==> src/rtl/ckup_pkg.sv <==
package ckup_pkg;

    localparam int WORD_W = 16;
    localparam int VAL_W  = 2 * WORD_W;

    typedef logic [WORD_W-1:0] word_t;

    // one position of the delay line
    typedef struct packed {
        logic  valid;
        logic  sop;
        logic  csum;   // holds a running sum, emitted complemented
        logic  open;   // belongs to the packet currently entering
        word_t data;
    } slot_t;

    // ones'-complement addition, end-around carry folded until none is left
    function automatic word_t oc_add(input word_t a, input word_t b);
        logic [WORD_W:0] s;
        s = {1'b0, a} + {1'b0, b};
        for (int k = 0; k < 2; k++) begin
            s = {1'b0, s[WORD_W-1:0]} + {{WORD_W{1'b0}}, s[WORD_W]};
        end
        return s[WORD_W-1:0];
    endfunction

endpackage

==> src/rtl/ckup_locator.sv <==
module ckup_locator
    import ckup_pkg::*;
#(
    parameter int OFF_W = 6
) (
    input  logic                 clk,
    input  logic                 rst_n,
    input  logic                 in_valid,
    input  logic                 in_sop,
    input  logic                 cfg_is_ip,
    input  logic [OFF_W-1:0]     cfg_field_off,
    input  logic                 cfg_field_wide,
    input  logic [VAL_W-1:0]     cfg_new_value,
    input  logic [OFF_W-1:0]     cfg_csum_off,
    output logic                 hit_hi,
    output logic                 hit_lo,
    output logic                 hit_csum,
    output word_t                new_word
);

    localparam int IDX_W = OFF_W + 1;

    typedef struct packed {
        logic [IDX_W-1:0] idx;   // top bit set: past every addressable word
        logic             ip;
        logic [OFF_W-1:0] foff;
        logic             wide;
        logic [VAL_W-1:0] nv;
        logic [OFF_W-1:0] coff;
    } ctx_t;

    ctx_t ctx_q, ctx_d, cur;
    logic [IDX_W-1:0] pos_hi, pos_lo, pos_cs;

    always_comb begin
        cur = ctx_q;
        if (in_valid && in_sop) begin
            cur.idx  = '0;
            cur.ip   = cfg_is_ip;
            cur.foff = cfg_field_off;
            cur.wide = cfg_field_wide;
            cur.nv   = cfg_new_value;
            cur.coff = cfg_csum_off;
        end

        pos_hi = {1'b0, cur.foff};
        pos_lo = cur.wide ? pos_hi + IDX_W'(1) : pos_hi;
        pos_cs = {1'b0, cur.coff};

        hit_hi   = in_valid && cur.ip && cur.wide && (cur.idx == pos_hi);
        hit_lo   = in_valid && cur.ip && (cur.idx == pos_lo);
        hit_csum = in_valid && cur.ip && (cur.idx == pos_cs);
        new_word = hit_hi ? cur.nv[VAL_W-1:WORD_W] : cur.nv[WORD_W-1:0];

        ctx_d = ctx_q;
        if (in_valid) begin
            ctx_d = cur;
            if (!cur.idx[IDX_W-1]) begin
                ctx_d.idx = cur.idx + IDX_W'(1);
            end
        end
    end

    always_ff @(posedge clk or negedge rst_n) begin
        if (!rst_n) begin
            ctx_q <= '0;
        end else begin
            ctx_q <= ctx_d;
        end
    end

    // a beat is at most one of: upper field word, lower field word, checksum
    AST_SINGLE_ROLE: assert property (@(posedge clk) disable iff (!rst_n)
        $countones({hit_hi, hit_lo, hit_csum}) <= 1);

endmodule

==> src/rtl/ckup_accum.sv <==
module ckup_accum
    import ckup_pkg::*;
(
    input  logic  clk,
    input  logic  rst_n,
    input  logic  in_valid,
    input  logic  in_sop,
    input  word_t in_data,
    input  logic  hit_field,
    input  logic  hit_csum,
    input  word_t new_word,
    output logic  add_en,
    output word_t add_val,
    output word_t csum_seed
);

    typedef struct packed {
        word_t pend;   // contribution of field words seen before the checksum
    } acc_t;

    acc_t  acc_q, acc_d;
    word_t base;
    word_t delta;

    always_comb begin
        base      = (in_valid && in_sop) ? '0 : acc_q.pend;
        delta     = oc_add(~in_data, new_word);
        csum_seed = oc_add(~in_data, base);
        add_en    = hit_field;
        add_val   = delta;

        acc_d      = acc_q;
        acc_d.pend = base;
        if (hit_field) begin
            acc_d.pend = oc_add(base, delta);
        end
    end

    always_ff @(posedge clk or negedge rst_n) begin
        if (!rst_n) begin
            acc_q <= '0;
        end else begin
            acc_q <= acc_d;
        end
    end

    // a sum with any nonzero term never collapses to +0
    AST_NO_FALSE_ZERO: assert property (@(posedge clk) disable iff (!rst_n)
        (hit_csum && ((~in_data) != '0)) |-> (csum_seed != '0));

    // pending contribution is restarted at every packet start
    AST_PEND_RESTART: assert property (@(posedge clk) disable iff (!rst_n)
        (in_valid && in_sop && !hit_field) |=> (acc_q.pend == '0));

endmodule

==> src/rtl/ckup_slots.sv <==
module ckup_slots
    import ckup_pkg::*;
#(
    parameter int DEPTH = 16
) (
    input  logic  clk,
    input  logic  rst_n,
    input  slot_t entry,
    input  logic  add_en,
    input  word_t add_val,
    input  logic  new_pkt,
    output slot_t tail
);

    slot_t            q [DEPTH];
    slot_t            d [DEPTH];
    logic [DEPTH-1:0] open_csum;

    always_comb begin
        d[0] = entry;
        for (int i = 1; i < DEPTH; i++) begin
            d[i] = q[i-1];
            // a new packet's field word never belongs to an older checksum
            if (add_en && !new_pkt && q[i-1].csum && q[i-1].open) begin
                d[i].data = oc_add(q[i-1].data, add_val);
            end
            if (new_pkt) begin
                d[i].open = 1'b0;
            end
        end
    end

    always_ff @(posedge clk or negedge rst_n) begin
        if (!rst_n) begin
            for (int i = 0; i < DEPTH; i++) begin
                q[i] <= '0;
            end
        end else begin
            for (int i = 0; i < DEPTH; i++) begin
                q[i] <= d[i];
            end
        end
    end

    for (genvar g = 0; g < DEPTH; g++) begin : g_flag
        assign open_csum[g] = q[g].csum && q[g].open;
    end

    assign tail = q[DEPTH-1];

    // only the packet currently entering may have a checksum open for updates
    AST_ONE_OPEN_CSUM: assert property (@(posedge clk) disable iff (!rst_n)
        $countones(open_csum) <= 1);

endmodule

==> src/rtl/ckup_patcher.sv <==
module ckup_patcher
    import ckup_pkg::*;
#(
    parameter int DEPTH = 16,
    parameter int OFF_W = 6
) (
    input  logic               clk,
    input  logic               rst_n,
    input  logic               in_valid,
    input  logic               in_sop,
    input  logic [WORD_W-1:0]  in_data,
    input  logic               cfg_is_ip,
    input  logic [OFF_W-1:0]   cfg_field_off,
    input  logic               cfg_field_wide,
    input  logic [VAL_W-1:0]   cfg_new_value,
    input  logic [OFF_W-1:0]   cfg_csum_off,
    output logic               out_valid,
    output logic               out_sop,
    output logic [WORD_W-1:0]  out_data
);

    logic  hit_hi, hit_lo, hit_csum, hit_field;
    word_t new_word;
    logic  add_en;
    word_t add_val, csum_seed;
    slot_t entry, tail;

    ckup_locator #(.OFF_W(OFF_W)) u_loc (
        .clk            (clk),
        .rst_n          (rst_n),
        .in_valid       (in_valid),
        .in_sop         (in_sop),
        .cfg_is_ip      (cfg_is_ip),
        .cfg_field_off  (cfg_field_off),
        .cfg_field_wide (cfg_field_wide),
        .cfg_new_value  (cfg_new_value),
        .cfg_csum_off   (cfg_csum_off),
        .hit_hi         (hit_hi),
        .hit_lo         (hit_lo),
        .hit_csum       (hit_csum),
        .new_word       (new_word)
    );

    assign hit_field = hit_hi || hit_lo;

    ckup_accum u_acc (
        .clk       (clk),
        .rst_n     (rst_n),
        .in_valid  (in_valid),
        .in_sop    (in_sop),
        .in_data   (in_data),
        .hit_field (hit_field),
        .hit_csum  (hit_csum),
        .new_word  (new_word),
        .add_en    (add_en),
        .add_val   (add_val),
        .csum_seed (csum_seed)
    );

    always_comb begin
        entry       = '0;
        entry.valid = in_valid;
        entry.sop   = in_valid && in_sop;
        entry.open  = in_valid;
        entry.csum  = hit_csum;
        if (in_valid) begin
            if (hit_field) begin
                entry.data = new_word;
            end else if (hit_csum) begin
                entry.data = csum_seed;
            end else begin
                entry.data = in_data;
            end
        end
    end

    ckup_slots #(.DEPTH(DEPTH)) u_line (
        .clk     (clk),
        .rst_n   (rst_n),
        .entry   (entry),
        .add_en  (add_en),
        .add_val (add_val),
        .new_pkt (in_valid && in_sop),
        .tail    (tail)
    );

    assign out_valid = tail.valid;
    assign out_sop   = tail.sop;
    assign out_data  = tail.csum ? ~tail.data : tail.data;

    // idle output cycles carry no data and no packet start
    AST_IDLE_CLEAN: assert property (@(posedge clk) disable iff (!rst_n)
        !out_valid |-> (out_data == '0 && !out_sop));

    // a checksum slot is only ever created for an IP beat that is valid
    AST_CSUM_NEEDS_BEAT: assert property (@(posedge clk) disable iff (!rst_n)
        hit_csum |-> (in_valid && !hit_field));

endmodule

==> config.mk <==
export PLATFORM = sky130hd
export DESIGN_NAME = ckup_patcher
export DESIGN_NICKNAME = d
export VERILOG_FILES = /design/src/rtl/ckup_pkg.sv /design/src/rtl/ckup_locator.sv /design/src/rtl/ckup_accum.sv /design/src/rtl/ckup_slots.sv /design/src/rtl/ckup_patcher.sv
export SDC_FILE = /design/constraint.sdc
export NUM_CORES = 2
export LEC_CHECK = 0
export CELL_PAD_IN_SITES_DETAIL_PLACEMENT = 1
export CELL_PAD_IN_SITES_GLOBAL_PLACEMENT = 1
export CORE_ASPECT_RATIO = 0.8
export CORE_MARGIN = 4
export CORE_UTILIZATION = 50
export CTS_BUF_LIST = sky130_fd_sc_hd__clkbuf_4 sky130_fd_sc_hd__clkbuf_8
export CTS_CLUSTER_DIAMETER = 60
export CTS_CLUSTER_SIZE = 16
export DETAILED_ROUTE_END_ITERATION = 10
export PLACE_DENSITY_LB_ADDON = 0.1
export SLEW_MARGIN = 5
export SYNTH_ARGS = -nofsm -noshare
export SYNTH_HDL_FRONTEND = slang
export SYNTH_SLANG_ARGS = --single-unit
==> constraint.sdc <==
create_clock -name clk -period 17.7 [get_ports clk]
set_clock_uncertainty 0.05 [all_clocks]
set_input_delay 1.77 -clock clk [delete_from_list [all_inputs] [get_ports clk]]
set_output_delay 1.77 -clock clk [all_outputs]
set_load 0.02 [all_outputs]
# [Yosys cells after proc, flatten, opt, wreduce, memory -nomap -nowiden]
# Index checks and enable logic that the tools add are counted.
[word_totals] word_cells=224 output_inout_bits=18 register_bits=387
[classes] n_addsub=56 bitwise=2 n_eq_ne=3 n_reduce_logical=39 muxes=39
[op_table] op="$mux W16" count=22
[op_table] op="$add A16 B1 Y17" count=18
[op_table] op="$add A16 B16 Y17" count=18
[op_table] op="$add A16 B1 Y16" count=18
[op_table] op="$mux W53" count=1
[op_table] op="$logic_and A1 B1 Y1" count=37
[op_table] op="$not A16 Y16" count=2
[op_table] op="$eq A7 B6 Y1" count=2
[op_table] op="$mux W1" count=14
[op_table] op="$mux W7" count=2
[op_table] op="$add A6 B1 Y7 const B" count=1
[op_table] op="$add A7 B1 Y7 const B" count=1
[op_table] op="$eq A7 B7 Y1" count=1
[op_table] op="$logic_not A1 Y1" count=1
[op_table] op="$logic_or A1 B1 Y1" count=1

# [Longest topological paths before layout]
[depth] depth_word=13 mapped_depth=64 ltp_nobuf=63

# [Hierarchy]
# A second synthesis with hierarchy kept.
[hier_totals] cells_unflattened=4865 area_unflattened_um2=40068.4
[by_module_without_submodules] module="ckup_slots" seq_area_each_um2=8007.7 n_inst=1 cells_each=3743 area_per_inst_um2=31161.1
[by_module_without_submodules] module="ckup_accum" seq_area_each_um2=400.4 n_inst=1 cells_each=720 area_per_inst_um2=5371.4
[by_module_without_submodules] module="ckup_locator" seq_area_each_um2=1326.3 n_inst=1 cells_each=324 area_per_inst_um2=2842.7
[by_module_without_submodules] module="ckup_patcher" seq_area_each_um2=0.0 n_inst=1 cells_each=78 area_per_inst_um2=693.2

# [Worst setup path before layout]
# Ideal clock, no wire load.
[synth_path] kind="input to register" startpoint="input in_valid" endpoint="register u_line.q[192] in the netlist's numbering" t_arrival_ns=13.743 cell_stages=59 required_ns=17.515 setup_slack_ns=3.772 path_cell_list="nand2_1 > inv_1 > nand2_1 > a21boi_0 > nand2_1 > nor4_2 > clkbuf_1 > mux2_2 > ha_1 > o21ai_0 > a211oi_1 > o31ai_1 > o21bai_1 > a21oi_1 > o21bai_1 > a21oi_1 > nor2b_1 > o21ai_0 > [... 23 more ...] > nor2b_1 > o21ai_0 > nand2b_1 > ha_1 > ha_1 > and2_1 > nand4_1 > or4_1 > clkbuf_1 > nor3_1 > ha_1 > ha_1 > and3_1 > or3b_2 > or3b_2 > a211oi_1 > xnor2_1 > o21ai_0"
[synth_lines] item="start: declaration" line_no="ckup_patcher.sv:9" text="input logic in_valid,"
[synth_lines] item="end signal: indexed assignment" line_no="ckup_slots.sv:40" text="q[i] <= d[i];"
[synth_lines] item="end: declaration" line_no="ckup_slots.sv:15" text="slot_t q [DEPTH];"

==> flow_summary.ini <==
[grt]
first_global_vias = 36586
grt.total_usage_pct = 31.4
grt-ovfl-total = 0
grt_max_degree = 161
grt_pass1_wl_um = 209000
antenna_found_initial = 3

[timing]
slew_violations = 0
setup_tns_ns = 0
timing.final.hold_violations = 0
setup_viol = 0
slew_headroom_pct = 21.4
fin_ws_ns = 1.43
rsz0062_at_grt = no
period_minus_slack_ns = 16.27
max_freq_mhz = 61.5
tightestPinTransition_ns = 1.18
min_period_over_period_pct = 91.9

[critical_path]
required_ns = 18.22
crit_slowest_cell = clkdlybuf4s50_1
crit_arrival_ns = 16.78
slowest_delay_ns = 0.88
critPathMaxFanout = 48
worstSetupEndpointType = register
start_kind = input port
r2r_slack_ns = 3.60
crit_path_frequent_cell = ha_1
criticalPathCategory = in -> reg

[synth]
synth_cells = 4759
synth-warning-count = 0
muxShareOfSynthArea_pct = 2.28
ys_ff_latch = 387
post_synth.cell_area_avg_um2 = 8.24
async_flop_share_pct = 100
synth_compound_area_share_pct = 20.2
ys_seq_area_share_pct = 24.7
synthFlopType = dfrtp_1
synth-edff-count = 0
synth_top_family_by_area = simple AND/OR/NAND/NOR gates
synthAdderAreaFrac_pct = 13.5
synth-xor-area-share_pct = 14.3
synth-simple-area-share_pct = 22.7
synth_nets = 5237
synth_cell_types = 107
netlist_area_um2 = 39200

[power]
p_int_mw = 2.83
p_leak_nw = 19.1
p_sw_mw = 3.15
seqPwrFrac_pct = 17.3
power_frac_comb_pct = 70.7
p_per_area_nw_per_um2 = 141
p_sw_share_pct = 52.7
ir_drop_mv = 0.0632
p_clk_share_pct = 12.0

[die]
ios = 84
die_x_um = 321
dieArea_um2 = 83000
coreArea_um2 = 77400
die_h_um = 259
initial_utilization_pct = 50.7
rows = 91

[detailed_routing]
postRouteWirelength_um = 133000
num_vias = 36764
dr.pass1.iters = 5
viasPerCell = 6.25
met3WireLength_um = 8630
antenna_left = 0
wl_met1_um = 67300
wl_per_cell_um = 22.7
wl_met2_um = 55000
highest_layer = met4
drcViolationCount = 0
drt_iter0_drc = 2634

[clock_tree]
htree_levels = 2
ctsResizeCount = 0
postCtsHoldBufs = 0
cts_tree = built
clkSinkCount = 387
postCtsSetupBuffers = 0
cts.clk_slew.worst_paths_ns = 0.11
numCtsBuffers = 42
worstSkewPairLatency_ns = 0.72
cts_root_buf = clkbuf_8
clk_path_buf_depth = 3

[cells_and_area]
drive_above_1_share_pct = 5.75
mostFrequentLayoutCell = nand2_1
nets = 5299
fin_util_pct = 54.8
final_cell_mix = nand2_1 (592), ha_1 (393), o21ai_0 (387), dfrtp_1 (387), xnor2_1 (370)
syn2layout_area_growth_pct = 8.22

[place]
io_buffers = 83
hpwl_um = 104000
gp_congestion = 0.921
dp_slack_ns = 1.00

[run]
cap_viol_max_count = 0

[hold_path]
hold_class = reg -> reg

[outcome]
status = finished, final reports clean
[metal layers]
metal	vias to the layer above	track usage, %
met4	0	5.99
li1	17416	-
met3	145	4.76
met2	930	46.1
met1	18273	48.9
met5	-	0
[cell usage after synthesis, types with 36 or more instances]
| library cell | instances | share of area, % |
|---|---|---|
| or3_1 | 44 | 0.70 |
| o21bai_1 | 38 | 0.73 |
| clkbuf_1 | 102 | 0.98 |
| and3_1 | 88 | 1.4 |
| nor3_1 | 127 | 1.6 |
| nand3_1 | 149 | 1.9 |
| mux2_2 | 60 | 1.7 |
| nand2_1 | 593 | 5.7 |
| a21o_1 | 110 | 2.1 |
| nor3b_1 | 42 | 0.80 |
| nand2b_1 | 55 | 0.88 |
| o21ai_0 | 387 | 4.9 |
| and2_1 | 66 | 1.1 |
| xor2_1 | 261 | 5.8 |
| xnor2_1 | 374 | 8.4 |
| a21oi_1 | 235 | 3.0 |
| inv_1 | 141 | 1.3 |
| a211oi_1 | 52 | 1.0 |
| nor2_1 | 295 | 2.8 |
| dfrtp_1 | 387 | 25 |
| ha_1 | 394 | 13 |
| nand4_1 | 63 | 1.0 |
| nand3b_1 | 36 | 0.69 |
| nor2b_1 | 46 | 0.73 |
| nor4_1 | 58 | 0.93 |
| o21a_1 | 57 | 1.1 |
[path summary, 6_finish.rpt]
kind                                       from         endpoint  depth (start not counted)
worst max-delay path                   in_valid    u_line.q[295]                         65
worst min-delay path              u_line.d[238]    u_line.d[218]                          0
worst max register to register  u_loc.ctx_q[52]    u_line.q[295]                         62
worst min register to register    u_line.d[238]    u_line.d[218]                          0
max in group asynchronous                 rst_n  u_acc.acc_q[10]                          2
min in group asynchronous                 rst_n     u_line.d[18]                          1
[cell families after synthesis]
kind of cell             after synthesis
AO/OA/AOI/OAI                       1212
XOR/XNOR                             637
AND/OR/NAND/NOR                     1778
multiplexers                          82
adder cells (fa/ha/maj)              413
flip-flops                           387
buffers and inverters                250
[power by group through the flow]
stage                     registers, mW  clock network (mW)  logic (mW)
after global placement             1.05                   0        4.01
after detailed placement           1.05                   0        4.12
after global routing               1.04               0.764        4.63
final                              1.04               0.716        4.23
after CTS                          1.03               0.732        4.16
after floorplan                    1.01                   0        3.05
[metrics by stage]
step	cell area (um2)	std cells	power, mW	hold slack, ns
global route	42400	5875	6.44	0.313
finish	42400	5878	5.98	0.296
global placement	41500	5800	5.05	0.281
detailed placement	41500	5800	5.17	0.286
CTS	42400	5874	5.92	0.304
floorplan	39200	4759	4.06	0.281
[critical path, delay by kind of cell]
| family | cells | cell delay, ns |
|---|---|---|
| AOI/OAI and AO/OA | 19 | 3.54 |
| muxes | 1 | 0.39 |
| and+or+nand+nor | 29 | 6.30 |
| xor gates and xnor gates | 1 | 0.10 |
| buffers and inverters | 6 | 2.55 |
| adders and majority gates | 9 | 2.05 |
[final cells by class]
type,count,area (um2)
timing repair buffer,126,1170
tap,1023,1280
multi-input combinational,4122,28800
antenna,4,10.0
clock inverter,26,320
clock buffer,48,636
fill,9435,35000
sequential,387,9680
inverter,142,533
[state kept, by name, summed over array words and instances (netlist names)]
register,flops
u_acc.acc_q,16
u_line.q,254
u_line.d,45
u_loc.ctx_q,53
u_line.tail,19
Power figures use the tool's default switching activity.
